==> src/rtl/sweep_pkg.sv <==
package sweep_pkg;

    typedef enum logic [1:0] {
        SW_IDLE   = 2'd0,
        SW_SCAN   = 2'd1,
        SW_FINISH = 2'd2
    } sweep_state_e;

endpackage

==> src/rtl/sweep_line_ctr.sv <==
module sweep_line_ctr #(
    parameter int IDX_W = 3,
    parameter int WAYS  = 4
) (
    input  logic                     clk,
    input  logic                     rst_n,
    input  logic                     clr_i,
    input  logic                     step_i,
    output logic [IDX_W-1:0]         set_o,
    output logic [$clog2(WAYS)-1:0]  way_o,
    output logic                     last_o
);
    localparam int WAY_W = $clog2(WAYS);
    localparam int LIN_W = IDX_W + WAY_W;
    localparam logic [IDX_W-1:0] SET_LAST = {IDX_W{1'b1}};
    localparam logic [WAY_W-1:0] WAY_LAST = WAY_W'(WAYS - 1);

    logic [IDX_W-1:0] set_q;
    logic [WAY_W-1:0] way_q;

    always_ff @(posedge clk or negedge rst_n) begin
        if (!rst_n) begin
            set_q <= '0;
            way_q <= '0;
        end else if (clr_i) begin
            set_q <= '0;
            way_q <= '0;
        end else if (step_i) begin
            if (way_q == WAY_LAST) begin
                way_q <= '0;
                set_q <= set_q + 1'b1;
            end else begin
                way_q <= way_q + 1'b1;
            end
        end
    end

    assign set_o  = set_q;
    assign way_o  = way_q;
    assign last_o = (set_q == SET_LAST) && (way_q == WAY_LAST);

    // one line per cycle, way inner, set outer
    a_r5_line_step: assert property (@(posedge clk) disable iff (!rst_n)
        (step_i && !clr_i && !last_o) |=>
            ({set_q, way_q} == LIN_W'($past({set_q, way_q}) + 1'b1)));

    a_r5_clear_start: assert property (@(posedge clk) disable iff (!rst_n)
        clr_i |=> (set_q == '0 && way_q == '0));

endmodule

==> src/rtl/sweep_range_cmp.sv <==
module sweep_range_cmp #(
    parameter int TAG_W = 8,
    parameter int IDX_W = 3,
    parameter int OFF_W = 4
) (
    input  logic [TAG_W-1:0]             tag_i,
    input  logic [IDX_W-1:0]             set_i,
    input  logic [TAG_W+IDX_W+OFF_W-1:0] lo_i,
    input  logic [TAG_W+IDX_W+OFF_W-1:0] hi_i,
    output logic                         in_range_o
);
    localparam int ADDR_W = TAG_W + IDX_W + OFF_W;

    logic [ADDR_W-1:0] line_addr;

    always_comb begin
        line_addr  = {tag_i, set_i, {OFF_W{1'b0}}};
        in_range_o = (line_addr >= lo_i) && (line_addr <= hi_i);
    end

endmodule

==> src/rtl/sweep_tag_store.sv <==
module sweep_tag_store #(
    parameter int TAG_W = 8,
    parameter int IDX_W = 3,
    parameter int WAYS  = 4
) (
    input  logic                     clk,
    input  logic                     rst_n,
    input  logic                     wr_en_i,
    input  logic [IDX_W-1:0]         wr_set_i,
    input  logic [$clog2(WAYS)-1:0]  wr_way_i,
    input  logic [TAG_W-1:0]         wr_tag_i,
    input  logic                     inv_en_i,
    input  logic [IDX_W-1:0]         inv_set_i,
    input  logic [$clog2(WAYS)-1:0]  inv_way_i,
    input  logic [IDX_W-1:0]         scan_set_i,
    input  logic [$clog2(WAYS)-1:0]  scan_way_i,
    output logic                     scan_valid_o,
    output logic [TAG_W-1:0]         scan_tag_o,
    input  logic [IDX_W-1:0]         look_set_i,
    input  logic [$clog2(WAYS)-1:0]  look_way_i,
    output logic                     look_valid_o,
    output logic [TAG_W-1:0]         look_tag_o
);
    localparam int WAY_W = $clog2(WAYS);
    localparam int LIN_W = IDX_W + WAY_W;
    localparam int LINES = 1 << LIN_W;

    logic [LINES-1:0] vld_q;
    logic [TAG_W-1:0] tag_q [LINES];

    logic [LIN_W-1:0] wr_lin, inv_lin, scan_lin, look_lin;

    assign wr_lin   = {wr_set_i, wr_way_i};
    assign inv_lin  = {inv_set_i, inv_way_i};
    assign scan_lin = {scan_set_i, scan_way_i};
    assign look_lin = {look_set_i, look_way_i};

    always_ff @(posedge clk or negedge rst_n) begin
        if (!rst_n) begin
            for (int i = 0; i < LINES; i++) begin
                vld_q[i] <= 1'b0;
                tag_q[i] <= '0;
            end
        end else begin
            for (int i = 0; i < LINES; i++) begin
                if (inv_en_i && inv_lin == LIN_W'(i)) begin
                    vld_q[i] <= 1'b0;
                end else if (wr_en_i && wr_lin == LIN_W'(i)) begin
                    vld_q[i] <= 1'b1;
                end
                if (wr_en_i && wr_lin == LIN_W'(i)) begin
                    tag_q[i] <= wr_tag_i;
                end
            end
        end
    end

    assign scan_valid_o = vld_q[scan_lin];
    assign scan_tag_o   = tag_q[scan_lin];
    assign look_valid_o = vld_q[look_lin];
    assign look_tag_o   = tag_q[look_lin];

    // an invalidated line reads back invalid on the next cycle
    a_r3_inv_clears: assert property (@(posedge clk) disable iff (!rst_n)
        inv_en_i |=> !vld_q[$past(inv_lin)]);

    // a fill sets the valid bit and stores the tag
    a_r2_fill_lands: assert property (@(posedge clk) disable iff (!rst_n)
        (wr_en_i && !(inv_en_i && inv_lin == wr_lin)) |=>
            (vld_q[$past(wr_lin)] && tag_q[$past(wr_lin)] == $past(wr_tag_i)));

endmodule

==> src/rtl/sweep_inval_engine.sv <==
module sweep_inval_engine
    import sweep_pkg::*;
#(
    parameter int TAG_W = 8,
    parameter int IDX_W = 3,
    parameter int OFF_W = 4,
    parameter int WAYS  = 4
) (
    input  logic                          clk,
    input  logic                          rst_n,
    input  logic                          start_i,
    input  logic [TAG_W+IDX_W+OFF_W-1:0]  lo_addr_i,
    input  logic [TAG_W+IDX_W+OFF_W-1:0]  hi_addr_i,
    input  logic                          fill_en_i,
    input  logic [IDX_W-1:0]              fill_set_i,
    input  logic [$clog2(WAYS)-1:0]       fill_way_i,
    input  logic [TAG_W-1:0]              fill_tag_i,
    input  logic [IDX_W-1:0]              look_set_i,
    input  logic [$clog2(WAYS)-1:0]       look_way_i,
    output logic                          look_valid_o,
    output logic [TAG_W-1:0]              look_tag_o,
    output logic                          busy_o,
    output logic                          done_o,
    output logic                          stall_o
);
    localparam int WAY_W  = $clog2(WAYS);
    localparam int ADDR_W = TAG_W + IDX_W + OFF_W;

    sweep_state_e state_q, state_d;

    logic [ADDR_W-1:0] lo_q, hi_q;
    logic              accept;
    logic              scanning;
    logic              last_line;
    logic [IDX_W-1:0]  scan_set;
    logic [WAY_W-1:0]  scan_way;
    logic              scan_valid;
    logic [TAG_W-1:0]  scan_tag;
    logic              scan_in_range;
    logic              inv_en;
    logic              fill_ok;

    // state register
    always_ff @(posedge clk or negedge rst_n) begin
        if (!rst_n) state_q <= SW_IDLE;
        else        state_q <= state_d;
    end

    // next state
    always_comb begin
        state_d = state_q;
        unique case (state_q)
            SW_IDLE:   if (start_i)   state_d = SW_SCAN;
            SW_SCAN:   if (last_line) state_d = SW_FINISH;
            SW_FINISH: state_d = SW_IDLE;
            default:   state_d = SW_IDLE;
        endcase
    end

    // outputs and control strobes
    always_comb begin
        accept   = 1'b0;
        scanning = 1'b0;
        busy_o   = 1'b0;
        done_o   = 1'b0;
        unique case (state_q)
            SW_IDLE:   accept = start_i;
            SW_SCAN: begin
                scanning = 1'b1;
                busy_o   = 1'b1;
            end
            SW_FINISH: done_o = 1'b1;
            default: ;
        endcase
        stall_o = busy_o;
    end

    // bounds captured on an accepted start
    always_ff @(posedge clk or negedge rst_n) begin
        if (!rst_n) begin
            lo_q <= '0;
            hi_q <= '0;
        end else if (accept) begin
            lo_q <= lo_addr_i;
            hi_q <= hi_addr_i;
        end
    end

    sweep_line_ctr #(.IDX_W(IDX_W), .WAYS(WAYS)) u_ctr (
        .clk    (clk),
        .rst_n  (rst_n),
        .clr_i  (accept),
        .step_i (scanning),
        .set_o  (scan_set),
        .way_o  (scan_way),
        .last_o (last_line)
    );

    sweep_range_cmp #(.TAG_W(TAG_W), .IDX_W(IDX_W), .OFF_W(OFF_W)) u_cmp (
        .tag_i      (scan_tag),
        .set_i      (scan_set),
        .lo_i       (lo_q),
        .hi_i       (hi_q),
        .in_range_o (scan_in_range)
    );

    assign inv_en  = scanning && scan_valid && scan_in_range;
    assign fill_ok = fill_en_i && !busy_o;

    sweep_tag_store #(.TAG_W(TAG_W), .IDX_W(IDX_W), .WAYS(WAYS)) u_store (
        .clk          (clk),
        .rst_n        (rst_n),
        .wr_en_i      (fill_ok),
        .wr_set_i     (fill_set_i),
        .wr_way_i     (fill_way_i),
        .wr_tag_i     (fill_tag_i),
        .inv_en_i     (inv_en),
        .inv_set_i    (scan_set),
        .inv_way_i    (scan_way),
        .scan_set_i   (scan_set),
        .scan_way_i   (scan_way),
        .scan_valid_o (scan_valid),
        .scan_tag_o   (scan_tag),
        .look_set_i   (look_set_i),
        .look_way_i   (look_way_i),
        .look_valid_o (look_valid_o),
        .look_tag_o   (look_tag_o)
    );

    // an accepted start enters the sweep on the next cycle
    a_r5_start_enters: assert property (@(posedge clk) disable iff (!rst_n)
        (state_q == SW_IDLE && start_i) |=> busy_o);

    // the sweep is not cut short or restarted before the last line
    a_r7_scan_holds: assert property (@(posedge clk) disable iff (!rst_n)
        (busy_o && !last_line) |=> (busy_o && $stable(lo_q) && $stable(hi_q)));

    // done is a single-cycle pulse following the sweep
    a_r6_done_pulse: assert property (@(posedge clk) disable iff (!rst_n)
        done_o |=> !done_o);

    a_r6_done_after_busy: assert property (@(posedge clk) disable iff (!rst_n)
        $rose(done_o) |-> $past(busy_o));

endmodule

==> config.mk <==
export PLATFORM = sky130hd
export DESIGN_NAME = sweep_inval_engine
export DESIGN_NICKNAME = d
export VERILOG_FILES = /design/src/rtl/sweep_pkg.sv /design/src/rtl/sweep_line_ctr.sv /design/src/rtl/sweep_range_cmp.sv /design/src/rtl/sweep_tag_store.sv /design/src/rtl/sweep_inval_engine.sv
export SDC_FILE = /design/constraint.sdc
export NUM_CORES = 1
export LEC_CHECK = 0
export ABC_AREA = 0
export BUFFER_PORTS_ARGS = -buffer_cell sky130_fd_sc_hd__buf_2
export CAP_MARGIN = 20
export CORE_ASPECT_RATIO = 0.6
export CORE_MARGIN = 8
export CORE_UTILIZATION = 55
export DETAILED_ROUTE_END_ITERATION = 7
export GPL_ROUTABILITY_DRIVEN = 0
export GPL_TIMING_DRIVEN = 0
export HOLD_SLACK_MARGIN = 0.1
export PLACE_DENSITY_LB_ADDON = 0.3
export RECOVER_POWER = 25
export SYNTH_ARGS = -nofsm -noshare
export SYNTH_HDL_FRONTEND = slang
export SYNTH_HIERARCHICAL = 1
export SYNTH_SLANG_ARGS = --single-unit
==> constraint.sdc <==
create_clock -name clk -period 11.9 [get_ports clk]
set_input_delay 0.595 -clock clk [delete_from_list [all_inputs] [get_ports clk]]
set_output_delay 0.595 -clock clk [all_outputs]
set_load 0.1 [all_outputs]
# == Word-level counts from Yosys, hierarchy flattened ==
# Cells that the tools add are included.
# word_totals
ff_bits,325
output_inout_bits,12
elab_cells,342
# classes
add_sub_neg,2
order_cmp,6
n_eq_ne,68
mux,86
n_bitwise,2
n_reduce_logical,109
# ops
operator,n
"== test 5 bit, second input constant",32
binary-select mux 8 bit (select 5 bit),2
"== test 5 x 4 -> 1 bit, second input constant",16
logical AND 1 bit,69
two-way mux 1 bit,69
nonzero test 2 bit,34
"== test 5 x 3 -> 1 bit, second input constant",8
two-way mux 8 bit,4
"== test 5 x 2 -> 1 bit, second input constant",4
greater-or-equal comparator 15 bit,1
less-or-equal comparator 15 bit,1
"greater-or-equal comparator 6 bit, second input constant",2
"< comparator 5 x 6 -> 1 bit, second input constant",2
NOT 5 -> 6 bit,2
binary-select mux 1 bit (select 5 bit),2
"== test 5 x 1 -> 1 bit, second input constant",2
zero test 5 bit,2
two-way mux 2 bit,5
two-way mux 3 bit,3
"== test 2 bit, second input constant",2
"!= test 2 bit, second input constant",2
case mux 2 bit (2 select lines),1
AND reduction 2 bit,2
"adder 3 x 1 -> 3 bit, second input constant",1
other kinds (5),5

# == Logic depth before layout (Yosys ltp) ==
# depth
depth_word,9
mapped_depth,15

# == By module ==
# Netlist, hierarchy kept.
# modules_own_cells
module,instances,cells_each,area_each_um2,seq_area_each_um2
sweep_tag_store,1,932,15402.3,7206.9
sweep_inval_engine,1,75,1249.9,800.8
sweep_range_cmp,1,77,564.3,0.0
sweep_line_ctr,1,24,279.0,125.1

# == Least setup slack after synthesis ==
# No wires, ideal clock.
# synth_timing
path_type,reg-to-reg
start,"register u_ctr.set_q[0], in the netlist u_ctr/set_o[0]"
end,register u_store.vld_q[16]
setup_time_ps,136
t_arrival_ps,3975
t_required_ps,11764
path_slack_ps,7789
stages_incl_launch_ff,16
path_cell_list,dfrtp_1 clkbuf_1 buf_1 mux4_2 mux4_2 mux2_2 ha_1 a211oi_1 o21ai_0 a221oi_1 a22oi_1 a21oi_1 and3_1 nand2b_1 nor3b_1 a21oi_1
# synth_between
elab_chain_len,9
elab_cells_between_ends,15
classes_between,order compare (2); eq/ne (1); mux (6); bitwise (1); reduce/logical (5)
# synth_lines
element,line_no,source
start: declaration,sweep_line_ctr.sv:18,logic [IDX_W-1:0] set_q;
start signal: assignment,sweep_line_ctr.sv:31,set_q <= set_q + 1'b1;
NOT 5 -> 6 bit (not written as such) *,sweep_tag_store.sv:59,assign scan_tag_o = tag_q[scan_lin];
binary-select mux 8 bit (select 5 bit) *,sweep_tag_store.sv:59,
two-way mux 8 bit (not written as such) * (2 in a row),sweep_tag_store.sv:59,
named net scan_tag[3],sweep_inval_engine.sv:38,logic [TAG_W-1:0] scan_tag;
greater-or-equal comparator 15 bit or less-or-equal comparator 15 bit (tied branches),sweep_range_cmp.sv:18,in_range_o = (line_addr >= lo_i) && (line_addr <= hi_i);
logical AND 1 bit *,sweep_range_cmp.sv:18,
named net scan_in_range,sweep_inval_engine.sv:39,logic scan_in_range;
logical AND 1 bit *,sweep_inval_engine.sv:107,assign inv_en = scanning && scan_valid && scan_in_range;
named net inv_en,sweep_inval_engine.sv:40,logic inv_en;
logical AND 1 bit *,sweep_tag_store.sv:46,if (inv_en_i && inv_lin == LIN_W'(i)) begin
two-way mux 1 bit or nonzero test 2 bit (tied branches),-,
end signal: indexed assignment,sweep_tag_store.sv:41,vld_q[i] <= 1'b0;
end signal: indexed assignment,sweep_tag_store.sv:47,vld_q[i] <= 1'b0;
end signal: indexed assignment,sweep_tag_store.sv:49,vld_q[i] <= 1'b1;
end: declaration,sweep_tag_store.sv:28,logic [LINES-1:0] vld_q;
# The timed path passes the listed nets; every way through them passes the cells marked *. The select of a mux whose other input is x is not followed.
# A chain may end at the register's enable or synchronous reset.

==> out/metrics.yaml <==
floorplan:
  design.portCount: 64
  die-area_um2: 37960
  die_h_um: 154.2
  die_w_um: 246.3
  core_area_um2: 31220
  num_rows: 50
  start_util_pct: 56.04
setup_path:
  startpoint: "rst_n"
  cp.arrival_ns: 6.32
  crit_path_start_kind: "input port"
  endpoint_kind: "asynchronous set/reset pin"
  r2r_start: "u_ctr/set_o[0]"
  cpLargestDelayFamily: "buffers and inverters"
  crit_top_cell: "clkbuf_1"
  crit_path_max_incr_delay_ns: 3.36
  critical_path_required_ns: 11.50
  path_cells: "dlygate4sd3_1 -> clkbuf_1 -> clkbuf_1"
  path_class: "in -> async"
  crit_buf_inv: 3
  reg2reg_to: "u_store/vld_q[19]"
  reg2reg_depth: 15
  r2r_slack_ns: 5.50
  path_max_fanout: 85
  slowest_stage: "clkbuf_1"
power:
  power_density_nw_per_um2: 204.8
  power_leakage_nw: 8.790
  peakVddDrop_mv: 0.1221
routing:
  wl_met1_um: 22030
  wl_met2_um: 22090
  drt-initial-drc-count: 1602
  dr.max_layer_used: "met5"
  drt_wl_total_um: 54950
  vias: 11784
  routedWlPerCell_um: 33.49
  first_pass_iters: 5
  drc: 0
  via_per_inst: 7.181
  met3_length_um: 9259
  antenna_left: 0
global_route:
  grt_pass1_vias: 11781
  grt_pass1_wl_um: 81000
  grtUsageTotal_pct: 29.12
  grt_max_degree: 101
  gr-total-overflow: 0
  antenna_found_initial: 1
synth:
  synth_top_area_share_pct: 46.49
  post_synth_and_or_nand_nor_area_fraction_pct: 3.354
  yosys_warnings: 6
  synth_compound_area_share_pct: 2.503
  yosysTopAreaCell: "dfrtp_1"
  synth-xor-area-share_pct: 0.05006
  avgSynthCellArea_um2: 15.79
  synth-edff-count: 0
  synth_cell_type_count: 47
  yosys-mux-area-fraction_pct: 42.88
  synthAdderAreaFrac_pct: 1.788
  syn_nets: 1185
  syn-instance-count: 1108
  synth-seq-cells: 325
  synth-main-ff-cell: "dfrtp_1"
  synthTopCellsByArea: "dfrtp_1, mux4_2, mux2_2, ha_1, clkbuf_1"
  async_flop_share_pct: 100.0
  ys_seq_area_share_pct: 46.49
  synth_top_family_by_area: "multiplexers"
  syn-cell-area_um2: 17500
placed_design:
  dp.cells: 1585
  port-buffer-count: 56
  pre_cts_ws_ns: 5.929
  dp_hpwl_um: 40080
final_layout:
  area_growth_pct: 10.86
  stdcell_count: 1641
  multiInputGateArea_um2: 8837
  final_nets: 1280
  fillers: 2309
  num_antenna_cells: 0
  drive_gt1_share_pct: 51.18
  regArea_um2: 8133
timing:
  max_slew_margin_pct: -208.2
  setup_slack_ns: 5.178
  tightest_slew_ns: 4.622
  rsz0062_at_grt: "no"
  hold_violations: 0
  setup_viol: 0
  skew_ns: 0.008303
  max_freq_mhz: 148.8
  period_needed_ns: 6.722
  min_period_over_period_pct: 56.49
  finalSetupTns_ns: 0
  slew_violations: 133
min_path:
  hold_start: "lo_addr_i[6]"
  holdPathEnd: "lo_q[6]"
  min_path_cells: 2
  hp-class: "in -> reg"
clock_tree:
  cts_tree: "yes"
  h-tree-depth: 1
  clk_pin_slew_ns: 0.07
  numCtsBuffers: 30
  cts_root_buf: "clkbuf_16"
  cts_setup_buffers: 0
  cts_max_path_buffers: 3
  clock_sinks: 325
  worstSkewPairLatency_ns: 0.58
run_status:
  violations: "max-capacitance violations, max-slew violations"
  outcome: "finished, violations left"
flow_run:
  max_cap_violations: 2
-- repair_timing --
item                                   4_1_cts  5_1_grt
endpoints found under the hold margin       46        0
resized for setup                            0        0
hold buffers                                 1        0
-- flip-flops by register name (all words and copies together) (netlist names) --
| signal | count |
|---|---|
| u_store/vld_q | 32 |
| u_store/tag_q | 256 |
| lo_q | 15 |
| u_ctr/set_o | 3 |
| u_ctr/way_o | 2 |
| state_q | 2 |
| hi_q | 15 |
-- worst max path at each step --
stage	endpoint	slack, ns	cells past startpoint
after detailed placement	u_store/vld_q[19]	5.93	15
after global routing	u_store/tag_q[49]	3.86	3
after global placement	u_store/tag_q[87]	4.04	1
final	u_store/tag_q[1]	5.18	3
after floorplan	u_store/vld_q[16]	7.79	15
after CTS	u_store/vld_q[19]	5.90	15
-- final cells by class --
cell class | count | share of cell area [%]
Timing Repair Buffer | 63 | 1.929
Sequential cell | 325 | 41.93
Multi-Input combinational cell | 675 | 45.56
Inverter | 22 | 0.4258
Clock buffer | 45 | 4.735
Buffer | 86 | 2.110
Tap cell | 416 | 2.684
Clock inverter | 9 | 0.6193
-- routing by layer --
metal / vias up / global-route usage [%]
li1: 4511 / -
met1: 6283 / 42.35
met2: 861 / 37.87
met3: 123 / 15.67
met4: 6 / 6.067
met5: - / 1.068
-- through the flow --
stage                     total power, mW  hold slack, ns  area (um^2)  util, %
after global routing                4.105          0.2321        19390    62.13
after floorplan                     2.460          0.2994        17500        -
after CTS                           3.936          0.2225        19460    62.32
after global placement              2.843          0.4727        18300    58.61
after detailed placement            2.904          0.4874        18410    58.97
final                               3.972          0.2305        19390    62.13
-- cells in the final DEF (no fill, tap or decap), drive strengths merged, types with 3 or more instances in the layout --
master   instances
o21ai            3
nor2b           12
nor4bb           3
nand2b           6
bufinv           3
nand4            4
nand2           17
a21o             3
a2bb2oi          6
nand3            7
nand4b           7
and2             3
mux2           305
inv             22
clkbuf          95
nor3             9
a21oi           30
ha              25
nor3b            3
clkinv           6
nor2            22
o22a            12
dfrtp          325
mux4           180
buf             98
-- kinds of logic (layout without fill, tap and decap cells) --
group,after synthesis,after routing
AOI/OAI and AO/OA,64,64
xor gates and xnor gates,1,1
muxes,486,486
and+or+nand+nor,99,99
DFF,325,325
adders and majority gates,25,25
buffers and inverters,108,225
-- report_power, final --
part | internal (mW) | switching, mW
registers | 1.34 | 0.199
clock network | 0.594 | 0.434
logic | 0.652 | 0.750
-- synth_stat cells (all sizes together) (2+ instances only) --
cell / instances
nor2: 22
a21bo: 2
a211oi: 2
o22a: 12
a21oi: 30
nor3: 9
mux4: 180
nand2: 17
nand4b: 7
buf: 42
nand3: 7
o21ai: 3
nor2b: 12
nand2b: 6
dfrtp: 325
a2bb2oi: 6
mux2: 305
nor4bb: 3
o32a: 2
inv: 22
ha: 25
clkbuf: 44
and2: 3
a21o: 3
nor4: 2
nand4: 4
nor3b: 3
Note: power is estimated with default switching activity, not from simulation.
